--- src/rtl/rxq_pkg.sv ---
package rxq_pkg;

   typedef enum logic [1:0] {
      TRIG_ONE     = 2'd0,
      TRIG_QUARTER = 2'd1,
      TRIG_HALF    = 2'd2,
      TRIG_NEAR    = 2'd3
   } trig_code_e;

   // Threshold scales with depth: 1, depth/4, depth/2, depth-2 (1,4,8,14 at 16).
   function automatic int trig_level(input int depth, input logic [1:0] code);
      case (trig_code_e'(code))
         TRIG_ONE:     return 1;
         TRIG_QUARTER: return depth / 4;
         TRIG_HALF:    return depth / 2;
         default:      return depth - 2;
      endcase
   endfunction

   // Frame length in half-bit units: start, data, optional parity, stop.
   function automatic int frame_half_bits(input logic [1:0] dbits,
                                          input logic par, input logic stop_long);
      int h;
      h = 2 * (1 + 5 + int'(dbits) + int'(par));
      if (!stop_long)          h = h + 2;
      else if (dbits == 2'd0)  h = h + 3;
      else                     h = h + 4;
      return h;
   endfunction

endpackage

--- src/rtl/rxq_store.sv ---
module rxq_store #(
   parameter int DW         = 8,
   parameter int DEPTH      = 16,
   parameter bit ZERO_EMPTY = 1'b1,
   localparam int AW        = $clog2(DEPTH),
   localparam int CW        = $clog2(DEPTH + 1)
) (
   input  logic          clk,
   input  logic          rst_n,
   input  logic          push_i,
   input  logic [DW-1:0] wdata_i,
   input  logic          pop_i,
   input  logic          single_i,
   output logic [DW-1:0] rdata_o,
   output logic [CW-1:0] count_o,
   output logic          overrun_o
);

   localparam logic [CW-1:0] CAP_FULL = CW'(DEPTH);
   localparam logic [CW-1:0] CAP_ONE  = CW'(1);

   logic [AW-1:0] wr_ptr_q, rd_ptr_q;
   logic [CW-1:0] count_q;
   logic [CW-1:0] cap;
   logic          pop_ok, push_ok, overrun_q;
   logic [DW-1:0] slot_w [DEPTH];

   assign cap     = single_i ? CAP_ONE : CAP_FULL;
   assign pop_ok  = pop_i && (count_q != '0);
   assign push_ok = push_i && ((count_q < cap) || pop_ok);

   for (genvar i = 0; i < DEPTH; i++) begin : g_slot
      logic [DW-1:0] slot_q;
      always_ff @(posedge clk) begin
         if (push_ok && (wr_ptr_q == AW'(i))) slot_q <= wdata_i;
      end
      assign slot_w[i] = slot_q;
   end

   always_ff @(posedge clk or negedge rst_n) begin
      if (!rst_n) begin
         wr_ptr_q  <= '0;
         rd_ptr_q  <= '0;
         count_q   <= '0;
         overrun_q <= 1'b0;
      end else begin
         overrun_q <= push_i && !push_ok;
         if (push_ok) wr_ptr_q <= wr_ptr_q + AW'(1);
         if (pop_ok)  rd_ptr_q <= rd_ptr_q + AW'(1);
         case ({push_ok, pop_ok})
            2'b10:   count_q <= count_q + CW'(1);
            2'b01:   count_q <= count_q - CW'(1);
            default: count_q <= count_q;
         endcase
      end
   end

   if (ZERO_EMPTY) begin : g_rd_gated
      assign rdata_o = (count_q != '0) ? slot_w[rd_ptr_q] : '0;
   end else begin : g_rd_raw
      assign rdata_o = slot_w[rd_ptr_q];
   end

   assign count_o   = count_q;
   assign overrun_o = overrun_q;


   count_le_cap_chk: assert property (@(posedge clk) disable iff (!rst_n)
      count_q <= cap);


   overrun_src_chk: assert property (@(posedge clk) disable iff (!rst_n)
      overrun_q |-> $past(push_i && !pop_ok && (count_q == cap)));


   push_pop_hold_chk: assert property (@(posedge clk) disable iff (!rst_n)
      (push_i && pop_i && (count_q != '0)) |=> (count_q == $past(count_q)));

endmodule

--- src/rtl/rxq_frame_len.sv ---
module rxq_frame_len #(
   parameter int TPB    = 16,
   parameter int WINDOW = 4,
   parameter int LW     = 10
) (
   input  logic [1:0]    data_bits_i,
   input  logic          parity_en_i,
   input  logic          stop_sel_i,
   output logic [LW-1:0] limit_o
);
   import rxq_pkg::*;

   int half_bits;

   always_comb begin
      half_bits = frame_half_bits(data_bits_i, parity_en_i, stop_sel_i);
      limit_o   = LW'(WINDOW * (TPB / 2) * half_bits);
   end

endmodule

--- src/rtl/rxq_idle_timer.sv ---
module rxq_idle_timer #(
   parameter int LW = 10
) (
   input  logic          clk,
   input  logic          rst_n,
   input  logic          tick_i,
   input  logic [LW-1:0] limit_i,
   input  logic          restart_i,
   input  logic          clear_i,
   input  logic          nonempty_i,
   output logic          timeout_o
);

   logic [LW-1:0] cnt_q;
   logic          to_q;

   always_ff @(posedge clk or negedge rst_n) begin
      if (!rst_n) begin
         cnt_q <= '0;
         to_q  <= 1'b0;
      end else if (!nonempty_i) begin
         cnt_q <= '0;
         to_q  <= 1'b0;
      end else begin
         if (restart_i) begin
            cnt_q <= '0;
         end else if (tick_i && !to_q) begin
            cnt_q <= cnt_q + LW'(1);
            if ((cnt_q + LW'(1)) >= limit_i) to_q <= 1'b1;
         end
         if (clear_i) to_q <= 1'b0;
      end
   end

   assign timeout_o = to_q;


   empty_quiet_chk: assert property (@(posedge clk) disable iff (!rst_n)
      !nonempty_i |=> !to_q);


   timeout_hold_chk: assert property (@(posedge clk) disable iff (!rst_n)
      (to_q && nonempty_i && !clear_i) |=> to_q);


   restart_no_rise_chk: assert property (@(posedge clk) disable iff (!rst_n)
      restart_i |=> !$rose(to_q));


   rise_on_tick_chk: assert property (@(posedge clk) disable iff (!rst_n)
      $rose(to_q) |-> $past(tick_i));

endmodule

--- src/rtl/rxq_timeout_fifo.sv ---
module rxq_timeout_fifo #(
   parameter int DW         = 8,
   parameter int DEPTH      = 16,
   parameter int TPB        = 16,
   parameter int WINDOW     = 4,
   parameter bit ZERO_EMPTY = 1'b1,
   localparam int CW        = $clog2(DEPTH + 1),
   localparam int MAX_BITS  = 12,
   localparam int LW        = $clog2(WINDOW * TPB * MAX_BITS + 1)
) (
   input  logic          clk,
   input  logic          rst_n,
   input  logic          push_i,
   input  logic [DW-1:0] push_data_i,
   input  logic          stop_mid_i,
   input  logic          pop_i,
   input  logic          fifo_en_i,
   input  logic [1:0]    trig_sel_i,
   input  logic [1:0]    data_bits_i,
   input  logic          parity_en_i,
   input  logic          stop_sel_i,
   input  logic          tick16_i,
   output logic [DW-1:0] rd_data_o,
   output logic [CW-1:0] count_o,
   output logic          data_ready_o,
   output logic          trig_hit_o,
   output logic          timeout_o,
   output logic          overrun_o
);
   import rxq_pkg::*;

   if (DEPTH < 4 || (DEPTH & (DEPTH - 1)) != 0) begin : g_bad_depth
      $error("DEPTH must be a power of two of at least 4");
   end
   if (TPB < 2 || (TPB % 2) != 0) begin : g_bad_tpb
      $error("TPB must be even and at least 2");
   end
   if (DW < 1 || WINDOW < 1) begin : g_bad_misc
      $error("DW and WINDOW must be positive");
   end

   logic [CW-1:0] count_w;
   logic [LW-1:0] limit_w;
   int            level;

   rxq_store #(.DW(DW), .DEPTH(DEPTH), .ZERO_EMPTY(ZERO_EMPTY)) u_store (
      .clk       (clk),
      .rst_n     (rst_n),
      .push_i    (push_i),
      .wdata_i   (push_data_i),
      .pop_i     (pop_i),
      .single_i  (!fifo_en_i),
      .rdata_o   (rd_data_o),
      .count_o   (count_w),
      .overrun_o (overrun_o)
   );

   rxq_frame_len #(.TPB(TPB), .WINDOW(WINDOW), .LW(LW)) u_frame (
      .data_bits_i (data_bits_i),
      .parity_en_i (parity_en_i),
      .stop_sel_i  (stop_sel_i),
      .limit_o     (limit_w)
   );

   rxq_idle_timer #(.LW(LW)) u_timer (
      .clk        (clk),
      .rst_n      (rst_n),
      .tick_i     (tick16_i),
      .limit_i    (limit_w),
      .restart_i  (stop_mid_i || pop_i),
      .clear_i    (pop_i || push_i),
      .nonempty_i (count_w != '0),
      .timeout_o  (timeout_o)
   );

   always_comb begin
      level = fifo_en_i ? trig_level(DEPTH, trig_sel_i) : 1;
   end

   assign count_o      = count_w;
   assign data_ready_o = (count_w != '0);
   assign trig_hit_o   = (int'(count_w) >= level);

endmodule

--- config.mk ---
export PLATFORM = sky130hd
export DESIGN_NAME = rxq_timeout_fifo
export DESIGN_NICKNAME = d
export VERILOG_FILES = /design/src/rtl/rxq_pkg.sv /design/src/rtl/rxq_store.sv /design/src/rtl/rxq_frame_len.sv /design/src/rtl/rxq_idle_timer.sv /design/src/rtl/rxq_timeout_fifo.sv
export SDC_FILE = /design/constraint.sdc
export NUM_CORES = 1
export LEC_CHECK = 0
export BUFFER_PORTS_ARGS = -buffer_cell sky130_fd_sc_hd__buf_2
export CAP_MARGIN = 10
export CORE_MARGIN = 2
export CORE_UTILIZATION = 55
export DETAILED_ROUTE_END_ITERATION = 6
export HOLD_SLACK_MARGIN = 0.06
export PLACE_DENSITY = 0.8
export RECOVER_POWER = 50
export SYNTH_ARGS = -nofsm -noshare
export SYNTH_HDL_FRONTEND = slang
export SYNTH_SLANG_ARGS = --single-unit
--- constraint.sdc ---
create_clock -name clk -period 2.6 [get_ports clk]
set_input_delay 0.13 -clock clk [delete_from_list [all_inputs] [get_ports clk]]
set_output_delay 0.13 -clock clk [all_outputs]
set_load 0.005 [all_outputs]
# --- Word level (Yosys, flattened, before mapping) ---
# Index checks and enable logic that the tools add are counted.
word_totals:
  register_bits: 153
classes:
  eq_ne: 23
  n_addsub: 10
  magnitude_cmp: 4
  n_reduce_logical: 31
  bitwise: 1
  muxes: 18
op_table:
  columns: ["operator", "n"]
  rows:
  - ["$bmux W8 S4", 1]
  - ["$eq A4 B4 Y1 const B", 8]
  - ["$ge A6 B32 Y1", 1]
  - ["$mux W32", 1]
  - ["$mux W10", 3]
  - ["$mux W8", 3]
  - ["$logic_and A1 B1 Y1", 20]
  - ["$eq A4 B3 Y1 const B", 4]
  - ["$mux W5", 3]
  - ["$pmux W4 S3", 1]
  - ["$add A10 B1 Y10 const B", 1]
  - ["$add A5 B3 Y5 const B", 2]
  - ["$ge A10 B10 Y1", 1]
  - ["$pmux W5 S2", 1]
  - ["$ne A3 B2 Y1 const B", 3]
  - ["$add A4 B1 Y4 const B", 2]
  - ["$eq A4 B2 Y1 const B", 2]
  - ["$add A5 B1 Y5 const B", 1]
  - ["$add A5 B4 Y5 const B", 1]
  - ["$ge A5 B5 Y1 const B", 1]
  - ["$lt A5 B5 Y1", 1]
  - ["$mux W1", 5]
  - ["$not A4 Y5", 1]
  - ["$reduce_bool A5 Y1", 1]
  - ["13 further kinds", 19]

# --- Logic depth before layout (Yosys ltp) ---
logic_depth:
  depth_word: 11
  ltp_mapped: 13

# --- By module ---
# Synthesis repeated with hierarchy kept, for this count alone.
hier_totals:
  cells_unflattened: 440
  hier_area_um2: 7045.5
by_module_without_submodules:
  columns: ["module", "seq_area_each_um2", "instances", "cells_per_inst", "area_each_um2"]
  rows:
  - ["rxq_store", 4194.0, 1, 294, 5829.3]
  - ["rxq_idle_timer", 275.3, 1, 102, 898.4]
  - ["rxq_frame_len", 0.0, 1, 24, 185.2]
  - ["rxq_timeout_fifo", 0.0, 1, 20, 132.6]

# --- Worst setup path before layout ---
# OpenSTA, ideal clock, no wires.
synth_path:
  path_type: "reg2reg"
  startpoint: "register u_store.count_q[1], in the netlist u_store.count_o[1]"
  endpoint: "register u_store.count_q[4], in the netlist u_store.count_o[4]"
  path_slack_ns: -0.033
  path_buffers: 0
  synth_period_minus_slack_ns: 2.633
  stages_incl_launch_ff: 9
  required_ns: 2.529
  arrival_time_ns: 2.562
  path_cell_list: "dfrtp_1 -> or4_4 -> o211ai_4 -> inv_1 -> ha_1 -> nor2b_1 -> o21a_1 -> or4_2 -> nand4_1"
synth_between:
  elab_chain_len: 6
  word_cells_on_any_way: 11
  classes_between: "2 x add/sub; 1 x order compare; 2 x eq/ne; 1 x mux; 5 x reduce/logical"
synth_rtl:
  columns: ["item", "line", "source"]
  rows:
  - ["start: declaration", "rxq_store.sv:23", "logic [CW-1:0] count_q;"]
  - ["start signal: assignment", "rxq_store.sv:51", "2'b10: count_q <= count_q + CW'(1);"]
  - ["start signal: assignment", "rxq_store.sv:52", "2'b01: count_q <= count_q - CW'(1);"]
  - ["start signal: assignment", "rxq_store.sv:53", "default: count_q <= count_q;"]
  - ["parallel branches: the longest is 6 deep, another holds $lt A5 B5 Y1", null, null]
# Several ways; the timed one is not identified.
# A chain may end at the register's enable or synchronous reset.

# --- Final worst setup path ---
layout_path:
  startpoint: "register u_store.count_q[3], in the netlist u_store.count_o[3]"
  endpoint: "register u_store.g_slot[12].slot_q[7] (enable)"
layout_between:
  elab_chain_len: 5
  word_cells_on_any_way: 6
  classes_between: "1 x order compare; 5 x reduce/logical"
layout_rtl:
  columns: ["item", "line", "source"]
  rows:
  - ["parallel branches: the longest is 2 deep, another holds $lt A5 B5 Y1", null, null]
  - ["$logic_or A1 B1 Y1 *", "rxq_store.sv:30", "assign push_ok = push_i && ((count_q < cap) || pop_ok);"]
  - ["$logic_and A1 B1 Y1 *", "rxq_store.sv:30", null]
  - ["$logic_and A1 B1 Y1 *", "rxq_store.sv:35", "if (push_ok && (wr_ptr_q == AW'(i))) slot_q <= wdata_i;"]
  - ["end signal: assignment", "rxq_store.sv:35", null]
  - ["end: declaration", "rxq_store.sv:33", "logic [DW-1:0] slot_q;"]
# Every way passes the cells marked *.

==> flow_metrics.env <==
export IMPL_grt_max_degree=33
export IMPL_synth_edff_count=128
export IMPL_top_cells_by_area_synth="sky130_fd_sc_hd__edfxtp_1, sky130_fd_sc_hd__mux4_2, sky130_fd_sc_hd__dfrtp_1"
export IMPL_worst_setup_path_type="reg -> reg"
export IMPL_post_layout_total_power_uw=7848
export IMPL_die_area_mm2=0.01331
export IMPL_hold_worst_slack_ns=0.1057
export IMPL_worstReg2RegEnd="u_store.g_slot[12].slot_q[7]"
export IMPL_hold_path_class="in -> reg"
export IMPL_synth_async_reset_ratio=0.1634
export IMPL_worst_setup_path_end_kind="flip-flop"
export IMPL_postSynth_topFlopCell="sky130_fd_sc_hd__edfxtp_1"
export IMPL_detail_route_first_pass_iterations=5
export IMPL_synth_yosys_seq_area_share=0.6552
export IMPL_maximum_vdd_drop_mv=0.5337
export IMPL_worstPathCellList="buf_4, nor4_2, a21o_1, o211ai_1, nor2_1"
export IMPL_mappedNetlistArea_mm2=0.006822
export IMPL_timing_critical_path_slowest_cell_delay_ns=0.76
export IMPL_critical_path_buf_inv_count=1
export IMPL_max_slew_worst_pin_slew_ns=1.363
export IMPL_synth_lib_cells_used_distinct=47
export IMPL_crit_arrival_ns=2.55
export IMPL_sum_of_routed_wire_length_over_all_layers_um=12820
export IMPL_worst_path_max_delay_cell="sky130_fd_sc_hd__nor2_1"
export IMPL_die_width_um=115.4
export IMPL_clock_pin_transition_on_the_worst_setup_and_hold_timing_paths_ns=0.06
export IMPL_cts_root_to_sink_buffers=2
export IMPL_port_buffers=37
export IMPL_dp_hpwl_um=8275
export IMPL_initial_utilization=0.5656
export IMPL_syn2layout_area_growth_pct=15.28
export IMPL_synth_largest_area_cell="sky130_fd_sc_hd__edfxtp_1"
export IMPL_antenna_violating_nets_post_route=0
export IMPL_globalRouteTotalUtil=0.2097
export IMPL_number_of_core_rows=40
export IMPL_synth_net_count=463
export IMPL_finalWorstPathRequiredPeriod_ns=2.512
export IMPL_drt_iter0_drc=411
export IMPL_drv_max_cap_violation_count=0
export IMPL_holdPathEnd="u_timer.timeout_o"
export IMPL_io_pins=38
export IMPL_core_mm2=0.01206
export IMPL_antenna_cells=0
export IMPL_worst_r2r_startpoint="u_store.count_o[3]"
export IMPL_final_min_period_over_clock_period=0.9661
export IMPL_power_per_cell_area_mw_per_mm2=998.0
export IMPL_synth_top_cell_area_share=0.5635
export IMPL_layout_drive_gt1_share=0.2562
export IMPL_cts_inserted_buffers=17
export IMPL_syn_mean_instance_area_um2=16.36
export IMPL_worst_r2r_path_depth=5
export IMPL_maxClockFrequency_mhz=398.1
export IMPL_outcome="finished clean"
export IMPL_die_h_um=115.4
export IMPL_clock_tree_from_tritoncts="done"
export IMPL_critPathRequiredTime_ns=2.64
export IMPL_count_of_endpoints_failing_hold_in_the_final_timing_report=0
export IMPL_finalClockSkew_ns=0.01067
export IMPL_relSlewSlack=0.09113
export IMPL_startpoint_type="flip-flop"
export IMPL_leakage_power_summed_over_all_cells_uw=0.002781
export IMPL_total_via_count_after_detailed_routing=3782
export IMPL_via_count_of_the_first_global_routing_pass=3827
export IMPL_cts_sinks=153
export IMPL_totalNegativeSetupSlack_ns=0
export IMPL_globalRouteOverflowTotal=0
export IMPL_worstPathMaxFanout=8
export IMPL_postSynthCellCount=417
export IMPL_clock_h_tree_levels=4
export IMPL_clk_insertion_delay_late_ns=0.42
export IMPL_finalSetupViolCount=0
export IMPL_finish_net_count=519
export IMPL_avgViaCountPerCell=5.801
export IMPL_hold_start="pop_i"
export IMPL_layout_filler_cells=833
export IMPL_setup_repair_after_global_routing_missed_its_margin="true"
export IMPL_clock_root_buffer="sky130_fd_sc_hd__clkbuf_16"
export IMPL_yosys_register_bits=153
export IMPL_antenna_found_initial=0
export IMPL_wire_length_of_the_first_global_routing_pass_um=20050
export IMPL_whs_path_depth=3
export IMPL_drt_wirelength_per_cell_um=19.66
export IMPL_timing_max_transition_violations_final=0
export IMPL_post_route_drc_count=0
export IMPL_synth_warnings=0
export IMPL_critical_path_top_delay_family="simple AND/OR/NAND/NOR gates"
export IMPL_r2r_slack_ns=0.09
export IMPL_gp_routability_congestion=0.8210
worst max path at each step:
stage                              endpoint               start  cells after the start
2_1_floorplan            u_store.count_o[4]  u_store.count_o[0]                      8
3_3_place_gp             u_store.count_o[4]  u_store.count_o[0]                      8
3_5_place_dp              u_timer.timeout_o    u_timer.cnt_q[0]                     10
4_1_cts                  u_store.count_o[4]  u_store.count_o[0]                      8
5_1_grt         u_store.g_slot[6].slot_q[4]  u_store.count_o[3]                      5
6_report       u_store.g_slot[12].slot_q[7]  u_store.count_o[3]                      5
synth_stat cells, drive strengths merged, types with 2 or more instances:
cell and number:
mux2i 17, nand3 4, a31oi 2, xor2 7, a21oi 10, nand2 18, or3 3, xnor2 18
edfxtp 128, nand4 8, o21ai 9, nor3 7, mux2 3, ha 24, o22ai 8, dfrtp 25
inv 13, a2111o 2, mux4 32, a31o 2, buf 11, nand2b 5, nor4 3, a21o 4
or4 2, o211ai 5, nor2b 4, clkbuf 7, nor2 27
sequential cells by signal, summed over array words and instances (netlist names):
name                   count
u_store.g_slot.slot_q    128
u_timer.cnt_q             10
u_store.count_o            5
u_store.rd_ptr_q           4
u_store.wr_ptr_q           4
u_store.overrun_o          1
u_timer.timeout_o          1
logic make-up after synthesis:
logic type | count (synthesis) | synth area share
compound gates | 47 | 0.05044
xor+xnor | 25 | 0.03210
fa+ha+maj | 25 | 0.04696
buf+inv | 32 | 0.01908
flops | 153 | 0.6552
mux | 52 | 0.1355
simple gates | 83 | 0.06071
metal layers:
layer / wire length [µm] / share of wire / track usage / vias up
met1: 5436 / 0.42 / 0.2609 / 1904
met2: 6619 / 0.52 / 0.3571 / 118
met4: 217 / 0.017 / 0.08755 / 0
met3: 549 / 0.043 / 0.04692 / 17
met5: 0 / 0 / 0 / -
li1: - / - / - / 1743
report_power, final:
group / total [µW] / internal (µW) / switching, µW
Sequential: 3110 / 2940 / 170
Clock: 2240 / 1310 / 929
Combinational: 2500 / 1200 / 1290
Total: 7850 / 5450 / 2390
repair_timing:
action | in CTS | in global routing
hold buffers | 1 | 0
endpoints found under the hold margin | 25 | 0
buffers inserted | 0 | 1
setup endpoints to repair | 0 | 66
gates resized for setup | 0 | 6
through the flow:
step | cells | setup WS, ns | util | area [µm²]
floorplan | 417 | 0.07022 | - | 6834
global placement | 620 | 0.1438 | 0.6051 | 7298
detailed placement | 620 | 0.08126 | 0.6051 | 7298
CTS | 651 | 0.06248 | 0.6502 | 7843
global route | 652 | -0.04732 | 0.6520 | 7864
finish | 652 | 0.08820 | 0.6520 | 7864
cell usage in the layout (no fill, tap or decap), types with 7 or more instances in the layout:
| master | n |
|---|---|
| sky130_fd_sc_hd__mux4_2 | 32 |
| sky130_fd_sc_hd__dfrtp_1 | 24 |
| sky130_fd_sc_hd__ha_1 | 22 |
| sky130_fd_sc_hd__xnor2_1 | 18 |
| sky130_fd_sc_hd__buf_2 | 28 |
| sky130_fd_sc_hd__buf_4 | 15 |
| sky130_fd_sc_hd__xor2_1 | 7 |
| sky130_fd_sc_hd__nor2_1 | 24 |
| sky130_fd_sc_hd__nand4_1 | 8 |
| sky130_fd_sc_hd__a21oi_1 | 9 |
| sky130_fd_sc_hd__clkbuf_16 | 17 |
| sky130_fd_sc_hd__o22ai_1 | 8 |
| sky130_fd_sc_hd__mux2i_1 | 17 |
| sky130_fd_sc_hd__inv_1 | 12 |
| sky130_fd_sc_hd__nand2_1 | 18 |
| sky130_fd_sc_hd__clkbuf_1 | 12 |
| sky130_fd_sc_hd__edfxtp_1 | 128 |
cell type report:
| type | count | area (µm²) | area share |
|---|---|---|---|
| Sequential cell | 153 | 4471 | 0.5685 |
| Multi-Input combinational cell | 232 | 2260 | 0.2874 |
| Clock buffer | 20 | 436.7 | 0.05553 |
| Timing Repair Buffer | 55 | 336.6 | 0.04280 |
| Tap cell | 168 | 210.2 | 0.02673 |
| Clock inverter | 10 | 97.59 | 0.01241 |
| Inverter | 14 | 52.55 | 0.006683 |
worst min-delay path, delay by kind of cell:
kind | cells | cell delay, ns
AO/OA/AOI/OAI | 2 | 0.18
buffers and inverters | 1 | 0.17
(Power assumes the default switching activity.)
